<file path="src/rtl/spi_port_pkg.sv">
package spi_port_pkg;
  localparam logic [1:0] ADDR_CTRL  = 2'd0;
  localparam logic [1:0] ADDR_DATA  = 2'd1;
  localparam logic [1:0] ADDR_DIVLO = 2'd2;
  localparam logic [1:0] ADDR_DIVHI = 2'd3;

  localparam int BIT_MASTER = 0;
  localparam int BIT_FOURPIN = 1;
  localparam int BIT_PORTEN = 2;
  localparam int BIT_RXIE = 3;
  localparam int BIT_TXIE = 4;

  typedef struct packed {
    logic txWrite;
    logic load;
    logic sample;
    logic shift;
    logic commit;
  } dpStrobe_t;
endpackage

</file>
<file path="src/rtl/spi_port_ctrl.sv">
module spi_port_ctrl
  import spi_port_pkg::*;
#(
  parameter int DATA_W = 8,
  parameter int DIV_W  = 16
) (
  input  logic       clk,
  input  logic       porRst,
  input  logic       swRst,
  input  logic       regWe,
  input  logic       regRe,
  input  logic [1:0] regAddr,
  input  logic [7:0] regWdata,
  output logic [7:0] ctrlRdata,
  input  logic       sclkIn,
  input  logic       selN,
  output logic       sclkOut,
  output logic       serOutEn,
  output logic       rxIrq,
  output logic       txIrq,
  output dpStrobe_t  st
);
  localparam int CNT_W = $clog2(DATA_W + 1);
  localparam logic [CNT_W-1:0] LAST_BIT = CNT_W'(DATA_W - 1);

  logic masterMode, fourPin, portEn, rxIe, txIe, rxFlag, txFlag;
  logic [DIV_W-1:0] divReg, divEff, lowHalf, highHalf, halfCnt;
  logic [15:0] divWide, divLoNext, divHiNext;
  logic busy, phaseHigh, sclkReg;
  logic [CNT_W-1:0] bitCnt;
  logic [2:0] sclkPipe;
  logic [1:0] selPipe;
  logic sclkRise, sclkFall, selSync, slaveActive, edgesOk;
  logic wrCtrl, wrData, rdData, loadNow, halfDone;
  dpStrobe_t raw;

  assign wrCtrl = regWe && regAddr == ADDR_CTRL;
  assign wrData = regWe && regAddr == ADDR_DATA;
  assign rdData = regRe && regAddr == ADDR_DATA;

  assign divWide   = 16'(divReg);
  assign divLoNext = {divWide[15:8], regWdata};
  assign divHiNext = {regWdata, divWide[7:0]};
  assign divEff    = (divReg < DIV_W'(2)) ? DIV_W'(2) : divReg;
  assign highHalf  = divEff >> 1;
  assign lowHalf   = divEff - highHalf;

  // external clock and select synchronisers
  always_ff @(posedge clk) begin
    if (porRst) begin
      sclkPipe <= '0;
      selPipe  <= '1;
    end else begin
      sclkPipe <= {sclkPipe[1:0], sclkIn};
      selPipe  <= {selPipe[0], selN};
    end
  end

  assign sclkRise    = sclkPipe[1] && !sclkPipe[2];
  assign sclkFall    = !sclkPipe[1] && sclkPipe[2];
  assign selSync     = selPipe[1];
  assign slaveActive = !fourPin || !selSync;
  assign edgesOk     = (portEn || busy) && slaveActive && !masterMode;
  assign loadNow     = !busy && portEn && !txFlag;
  assign halfDone    = busy && masterMode && halfCnt == DIV_W'(1);

  always_comb begin
    raw.txWrite = wrData;
    raw.load    = loadNow;
    raw.sample  = masterMode ? (halfDone && !phaseHigh) : (edgesOk && sclkRise);
    raw.shift   = masterMode ? (halfDone && phaseHigh) : (edgesOk && sclkFall && busy);
    raw.commit  = raw.shift && bitCnt == LAST_BIT;
    st = swRst ? '0 : raw;
  end

  // configuration: only power-up clear touches mode, enable and divider
  always_ff @(posedge clk) begin
    if (porRst) begin
      masterMode <= 1'b0;
      fourPin    <= 1'b0;
      portEn     <= 1'b0;
      divReg     <= DIV_W'(2);
    end else begin
      if (wrCtrl) begin
        masterMode <= regWdata[BIT_MASTER];
        fourPin    <= regWdata[BIT_FOURPIN];
        portEn     <= regWdata[BIT_PORTEN];
      end
      if (regWe && regAddr == ADDR_DIVLO) divReg <= divLoNext[DIV_W-1:0];
      if (regWe && regAddr == ADDR_DIVHI) divReg <= divHiNext[DIV_W-1:0];
    end
  end

  // interrupt enables and flags: both resets act here
  always_ff @(posedge clk) begin
    if (porRst || swRst) begin
      rxIe   <= 1'b0;
      txIe   <= 1'b0;
      rxFlag <= 1'b0;
      txFlag <= 1'b1;
    end else begin
      if (wrCtrl) begin
        rxIe <= regWdata[BIT_RXIE];
        txIe <= regWdata[BIT_TXIE];
      end
      if (st.commit) rxFlag <= 1'b1;
      else if (rdData) rxFlag <= 1'b0;
      if (wrData) txFlag <= 1'b0;
      else if (st.load) txFlag <= 1'b1;
    end
  end

  // shift sequencer
  always_ff @(posedge clk) begin
    if (porRst || swRst) begin
      busy      <= 1'b0;
      phaseHigh <= 1'b0;
      sclkReg   <= 1'b0;
      bitCnt    <= '0;
      halfCnt   <= '0;
    end else if (masterMode) begin
      if (st.load) begin
        busy      <= 1'b1;
        phaseHigh <= 1'b0;
        sclkReg   <= 1'b0;
        bitCnt    <= '0;
        halfCnt   <= lowHalf;
      end else if (busy) begin
        if (halfDone) begin
          if (!phaseHigh) begin
            sclkReg   <= 1'b1;
            phaseHigh <= 1'b1;
            halfCnt   <= highHalf;
          end else begin
            sclkReg   <= 1'b0;
            phaseHigh <= 1'b0;
            halfCnt   <= lowHalf;
            if (st.commit) begin
              busy   <= 1'b0;
              bitCnt <= '0;
            end else begin
              bitCnt <= bitCnt + 1'b1;
            end
          end
        end else begin
          halfCnt <= halfCnt - 1'b1;
        end
      end
    end else begin
      sclkReg   <= 1'b0;
      phaseHigh <= 1'b0;
      if (st.sample) busy <= 1'b1;
      if (st.shift) begin
        if (st.commit) begin
          busy   <= 1'b0;
          bitCnt <= '0;
        end else begin
          bitCnt <= bitCnt + 1'b1;
        end
      end
    end
  end

  assign sclkOut  = sclkReg;
  assign serOutEn = (portEn || busy) && (masterMode || slaveActive);
  assign rxIrq    = rxFlag && rxIe;
  assign txIrq    = txFlag && txIe;

  always_comb begin
    case (regAddr)
      ADDR_CTRL:  ctrlRdata = {1'b0, txFlag, rxFlag, txIe, rxIe, portEn, fourPin, masterMode};
      ADDR_DIVLO: ctrlRdata = divWide[7:0];
      ADDR_DIVHI: ctrlRdata = divWide[15:8];
      default:    ctrlRdata = 8'h00;
    endcase
  end

  p_swrst_keeps_enable_r3: assert property (@(posedge clk) disable iff (porRst)
    (swRst && !wrCtrl) |=> (txFlag && !rxFlag && !rxIe && !txIe && portEn == $past(portEn)));

  p_tx_flag_on_load_r4: assert property (@(posedge clk) disable iff (porRst)
    (st.load && !wrData) |=> txFlag);

  p_rx_flag_on_done_r5: assert property (@(posedge clk) disable iff (porRst)
    st.commit |=> rxFlag);

  p_sclk_idle_low_r6: assert property (@(posedge clk) disable iff (porRst)
    !busy |-> !sclkOut);

  p_deselect_holds_r9: assert property (@(posedge clk) disable iff (porRst)
    (!masterMode && fourPin && selSync && !swRst) |=> ($stable(bitCnt) && $stable(busy)));

  p_no_start_disabled_r10: assert property (@(posedge clk) disable iff (porRst)
    (!portEn && !busy) |=> !busy);
endmodule

</file>
<file path="src/rtl/spi_port_dp.sv">
module spi_port_dp
  import spi_port_pkg::*;
#(
  parameter int DATA_W = 8
) (
  input  logic              clk,
  input  logic              porRst,
  input  dpStrobe_t         st,
  input  logic [DATA_W-1:0] wdata,
  input  logic              serIn,
  output logic              serOut,
  output logic [DATA_W-1:0] rxData
);
  logic [DATA_W-1:0] txBuf, shiftReg, rxBuf;
  logic sampleBit;

  always_ff @(posedge clk) begin
    if (porRst) begin
      txBuf     <= '0;
      shiftReg  <= '0;
      rxBuf     <= '0;
      sampleBit <= 1'b0;
    end else begin
      if (st.txWrite) txBuf <= wdata;
      if (st.load) shiftReg <= txBuf;
      else if (st.shift) shiftReg <= {shiftReg[DATA_W-2:0], sampleBit};
      if (st.sample) sampleBit <= serIn;
      if (st.commit) rxBuf <= {shiftReg[DATA_W-2:0], sampleBit};
    end
  end

  assign serOut = shiftReg[DATA_W-1];
  assign rxData = rxBuf;

  p_load_not_mid_shift_r4: assert property (@(posedge clk) disable iff (porRst)
    !(st.load && st.shift));
endmodule

</file>
<file path="src/rtl/spi_port.sv">
module spi_port
  import spi_port_pkg::*;
#(
  parameter int DATA_W = 8,
  parameter int DIV_W  = 16
) (
  input  logic       clk,
  input  logic       porRst,
  input  logic       swRst,
  input  logic       regWe,
  input  logic       regRe,
  input  logic [1:0] regAddr,
  input  logic [7:0] regWdata,
  output logic [7:0] regRdata,
  output logic       rxIrq,
  output logic       txIrq,
  output logic       sclkOut,
  input  logic       sclkIn,
  input  logic       selN,
  input  logic       serIn,
  output logic       serOut,
  output logic       serOutEn
);
  dpStrobe_t strobe;
  logic [7:0] ctrlRdata;
  logic [DATA_W-1:0] rxData;

  spi_port_ctrl #(.DATA_W(DATA_W), .DIV_W(DIV_W)) u_ctrl (
    .clk(clk), .porRst(porRst), .swRst(swRst),
    .regWe(regWe), .regRe(regRe), .regAddr(regAddr), .regWdata(regWdata),
    .ctrlRdata(ctrlRdata), .sclkIn(sclkIn), .selN(selN),
    .sclkOut(sclkOut), .serOutEn(serOutEn), .rxIrq(rxIrq), .txIrq(txIrq),
    .st(strobe)
  );

  spi_port_dp #(.DATA_W(DATA_W)) u_dp (
    .clk(clk), .porRst(porRst), .st(strobe),
    .wdata(regWdata[DATA_W-1:0]), .serIn(serIn),
    .serOut(serOut), .rxData(rxData)
  );

  assign regRdata = (regAddr == ADDR_DATA) ? 8'(rxData) : ctrlRdata;
endmodule

</file>
<file path="config.mk">
export PLATFORM = sky130hd
export DESIGN_NAME = spi_port
export DESIGN_NICKNAME = d
export VERILOG_FILES = /design/src/rtl/spi_port_pkg.sv /design/src/rtl/spi_port_ctrl.sv /design/src/rtl/spi_port_dp.sv /design/src/rtl/spi_port.sv
export SDC_FILE = /design/constraint.sdc
export NUM_CORES = 1
export LEC_CHECK = 0
export ABC_AREA = 0
export BUFFER_PORTS_ARGS = -buffer_cell sky130_fd_sc_hd__clkbuf_2
export CORE_MARGIN = 10
export CORE_UTILIZATION = 25
export DETAILED_ROUTE_END_ITERATION = 7
export PLACE_DENSITY = 0.37
export RECOVER_POWER = 25
export SLEW_MARGIN = 30
export SYNTH_ARGS = -nofsm -noshare
export SYNTH_HDL_FRONTEND = slang
export SYNTH_HIERARCHICAL = 1
export SYNTH_SLANG_ARGS = --single-unit
</file>
<file path="constraint.sdc">
create_clock -name clk -period 5.8 [get_ports clk]
set_input_delay 1.16 -clock clk [delete_from_list [all_inputs] [get_ports clk]]
set_output_delay 1.16 -clock clk [all_outputs]
set_load 0.05 [all_outputs]
</file>
==> impl_metrics.env <==
export IMPL_status="complete, but fails checks"
export IMPL_violations="max-capacitance violations, max-slew violations"
export IMPL_fin_nets=632
export IMPL_design_die_area_sq_um=25200
export IMPL_drtIter0Drc=283
export IMPL_cpMostUsedCell="clkbuf_2"
export IMPL_netSwitchingFraction_pct=28.4
export IMPL_diodes=0
export IMPL_r2r_slack_ps=2360
export IMPL_grt_first_pass_wirelength_um=24600
export IMPL_seqPwrFrac_pct=40.6
export IMPL_cp_arrival_ps=2560
export IMPL_area_delta_synth_final_pct=13.4
export IMPL_synth_avg_cell_area_sq_um=8.24
export IMPL_slew_limit_headroom_pct=-48.3
export IMPL_drv_cap=1
export IMPL_fp_dieH_um=159
export IMPL_ys_types=70
export IMPL_drv_slew=52
export IMPL_crit_path_end_kind="output pin"
export IMPL_ys_seq_area_share_pct=31.1
export IMPL_ctsResizeCount=0
export IMPL_dp_hpwl_um=11800
export IMPL_pin_count=31
export IMPL_p_leak_nw=2.11
export IMPL_cts_setup_buffers=0
export IMPL_cts_buffer_depth=2
export IMPL_grt_max_degree=52
export IMPL_register_area_sq_um=1500
export IMPL_cts_root_buffer="clkbuf_16"
export IMPL_grt_pass1_vias=4245
export IMPL_p_sw_mw=0.373
export IMPL_path_class="input port to output pin"
export IMPL_crit_slowest_cell="mux2_2"
export IMPL_fin_crit_ps=3720
export IMPL_crit_path_start_kind="input port"
export IMPL_cpPeakStageDelay_ps=390
export IMPL_period_share_pct=64.1
export IMPL_rows=50
export IMPL_yosys_warnings=6
export IMPL_layout_common_cells="75 x dfxtp_1, 68 x nor2_1, 53 x nand2_1"
export IMPL_antenna_found_initial=1
export IMPL_avgViaCountPerCell=4.98
export IMPL_h_tree_depth=3
export IMPL_p_comb_share_pct=13.6
export IMPL_num_fill_cells=2016
export IMPL_drt_pass1_iter_count=5
export IMPL_clkPwrFrac_pct=45.8
export IMPL_routed_wl_um=15500
export IMPL_fin_tns_setup_ps=0
export IMPL_critical_path_max_fanout=21
export IMPL_max_freq_mhz=269
export IMPL_initial_utilization_pct=25.6
export IMPL_path_cells="clkbuf_2 -> mux2_2 -> a22o_1 -> mux2_4 -> clkbuf_2"
export IMPL_rr_startpoint="u_ctrl/divReg[14]"
export IMPL_power_density_nw_per_um2=241
export IMPL_dpl_cell_area_sq_um=5150
export IMPL_drive_gt1_share_pct=13.7
export IMPL_grt_setup_unrepaired="no"
export IMPL_ir_drop_uv=134
export IMPL_multi_input_area_sq_um=3060
export IMPL_cts_buffers=9
export IMPL_hp_class="flop to flop"
export IMPL_cts_tree="yes"
export IMPL_dieWidth_um=159
export IMPL_place_congestion=0.845
export IMPL_async_reset_ff_share_pct=0
export IMPL_hold_slack_ps=415
export IMPL_syn_inst=585
export IMPL_min_from="u_ctrl/selPipe[0]"
export IMPL_wl_per_cell_um=18.1
export IMPL_post_route_drc_count=0
export IMPL_synth_edf_count=0
export IMPL_fin_area_sq_um=5470
export IMPL_synth_net_count=623
export IMPL_setup_violations=0
export IMPL_crit_start="regAddr[0]"
export IMPL_path_clk_slew_ps=70
export IMPL_design_core_area_sq_um=18800
export IMPL_clock_latency_ps=350
export IMPL_crit_required_ps=4640
export IMPL_overflow=0
export IMPL_ys_ff_latch=75
export IMPL_cts_sinks=75
export IMPL_ant_nets=0
export IMPL_finalHoldViolCount=0
export IMPL_p_int_mw=0.942
export IMPL_final_util_pct=29.0
export IMPL_grt_usage_pct=12.2
export IMPL_port_buffers=30
export IMPL_holdBufCountCts=0
export IMPL_synth_ff_type="dfxtp_1"
export IMPL_synth_area_sq_um=4820
export IMPL_fin_skew_ps=14.6
export IMPL_num_vias=4281
export IMPL_tightest_slew_ps=2220
export IMPL_layout_commonest_cell="dfxtp_1"
[logic make-up (layout without fill, tap and decap cells)]
| family | count (synthesis) | in the layout | synth area share, % |
|---|---|---|---|
| DFF | 75 | 75 | 31.1 |
| and+or+nand+nor | 208 | 208 | 22.2 |
| AOI/OAI and AO/OA | 154 | 154 | 21.1 |
| muxes | 51 | 51 | 11.5 |
| buffers and inverters | 59 | 73 | 5.42 |
| adders and majority gates | 20 | 20 | 5.35 |
| xor gates and xnor gates | 18 | 18 | 3.27 |
[power groups by stage]
stage / logic (mW) / clock network, mW / registers, mW
floorplan: 0.135 / 0 / 0.539
global placement: 0.178 / 0 / 0.546
detailed placement: 0.179 / 0 / 0.546
CTS: 0.180 / 0.617 / 0.534
global route: 0.199 / 0.638 / 0.535
finish: 0.179 / 0.602 / 0.534
[cell usage after synthesis, drive strengths merged (9+ instances only)]
master / n / area share (%)
nor3: 9 / 1.0
o21ai: 34 / 3.8
nand2: 54 / 4.4
xnor2: 10 / 1.8
dfxtp: 75 / 31
clkbuf: 24 / 1.9
nand3: 11 / 1.1
a211oi: 12 / 1.9
a21oi: 44 / 4.6
nor2b: 17 / 2.4
mux2: 11 / 3.2
mux2i: 40 / 8.3
ha: 19 / 4.9
buf: 11 / 1.6
nor2: 69 / 5.4
inv: 23 / 1.8
[worst paths after layout]
check                           cells past startpoint                end
worst min register to register                      1  u_ctrl/selPipe[1]
worst min-delay path                                1  u_ctrl/selPipe[1]
worst max register to register                     13  u_ctrl/halfCnt[8]
worst max-delay path                                5        regRdata[1]
[cell type report]
type	instances	share of cell area (%)
timing repair buffer	33	3.07
inverter	24	1.74
multi-input combinational	451	56.0
clock buffer	9	4.12
clock inverter	7	1.69
tap	260	5.95
sequential	75	27.5
[state kept, by name, summed over array words and instances, names as in the netlist, 2 cells and up]
| signal | cells |
|---|---|
| u_ctrl/bitCnt | 4 |
| u_ctrl/divReg | 16 |
| u_ctrl/halfCnt | 16 |
| u_ctrl/sclkPipe | 3 |
| u_ctrl/selPipe | 2 |
| u_dp/rxData | 8 |
| u_dp/shiftReg | 8 |
| u_dp/txBuf | 8 |
[per-stage QoR]
step / power (mW) / cells / setup WS, ps
2_1_floorplan: 0.675 / 585 / 2300
3_3_place_gp: 0.724 / 843 / 2110
3_5_place_dp: 0.725 / 843 / 2080
4_1_cts: 1.33 / 859 / 2080
5_1_grt: 1.37 / 859 / 1950
6_report: 1.32 / 859 / 2080
[critical path: cells and delay by family]
kind | cells | cell delay (ps)
mux | 2 | 650
buf+inv | 2 | 560
compound gates | 1 | 190
[routing by layer]
| metal | up-vias | routed length (um) | global-route usage, % |
|---|---|---|---|
| met3 | 20 | 558 | 2.30 |
| met5 | - | 15 | 0 |
| met1 | 2050 | 7520 | 16.0 |
| li1 | 2128 | - | - |
| met4 | 2 | 278 | 4.59 |
| met2 | 81 | 7170 | 19.4 |
(Power assumes the default switching activity.)
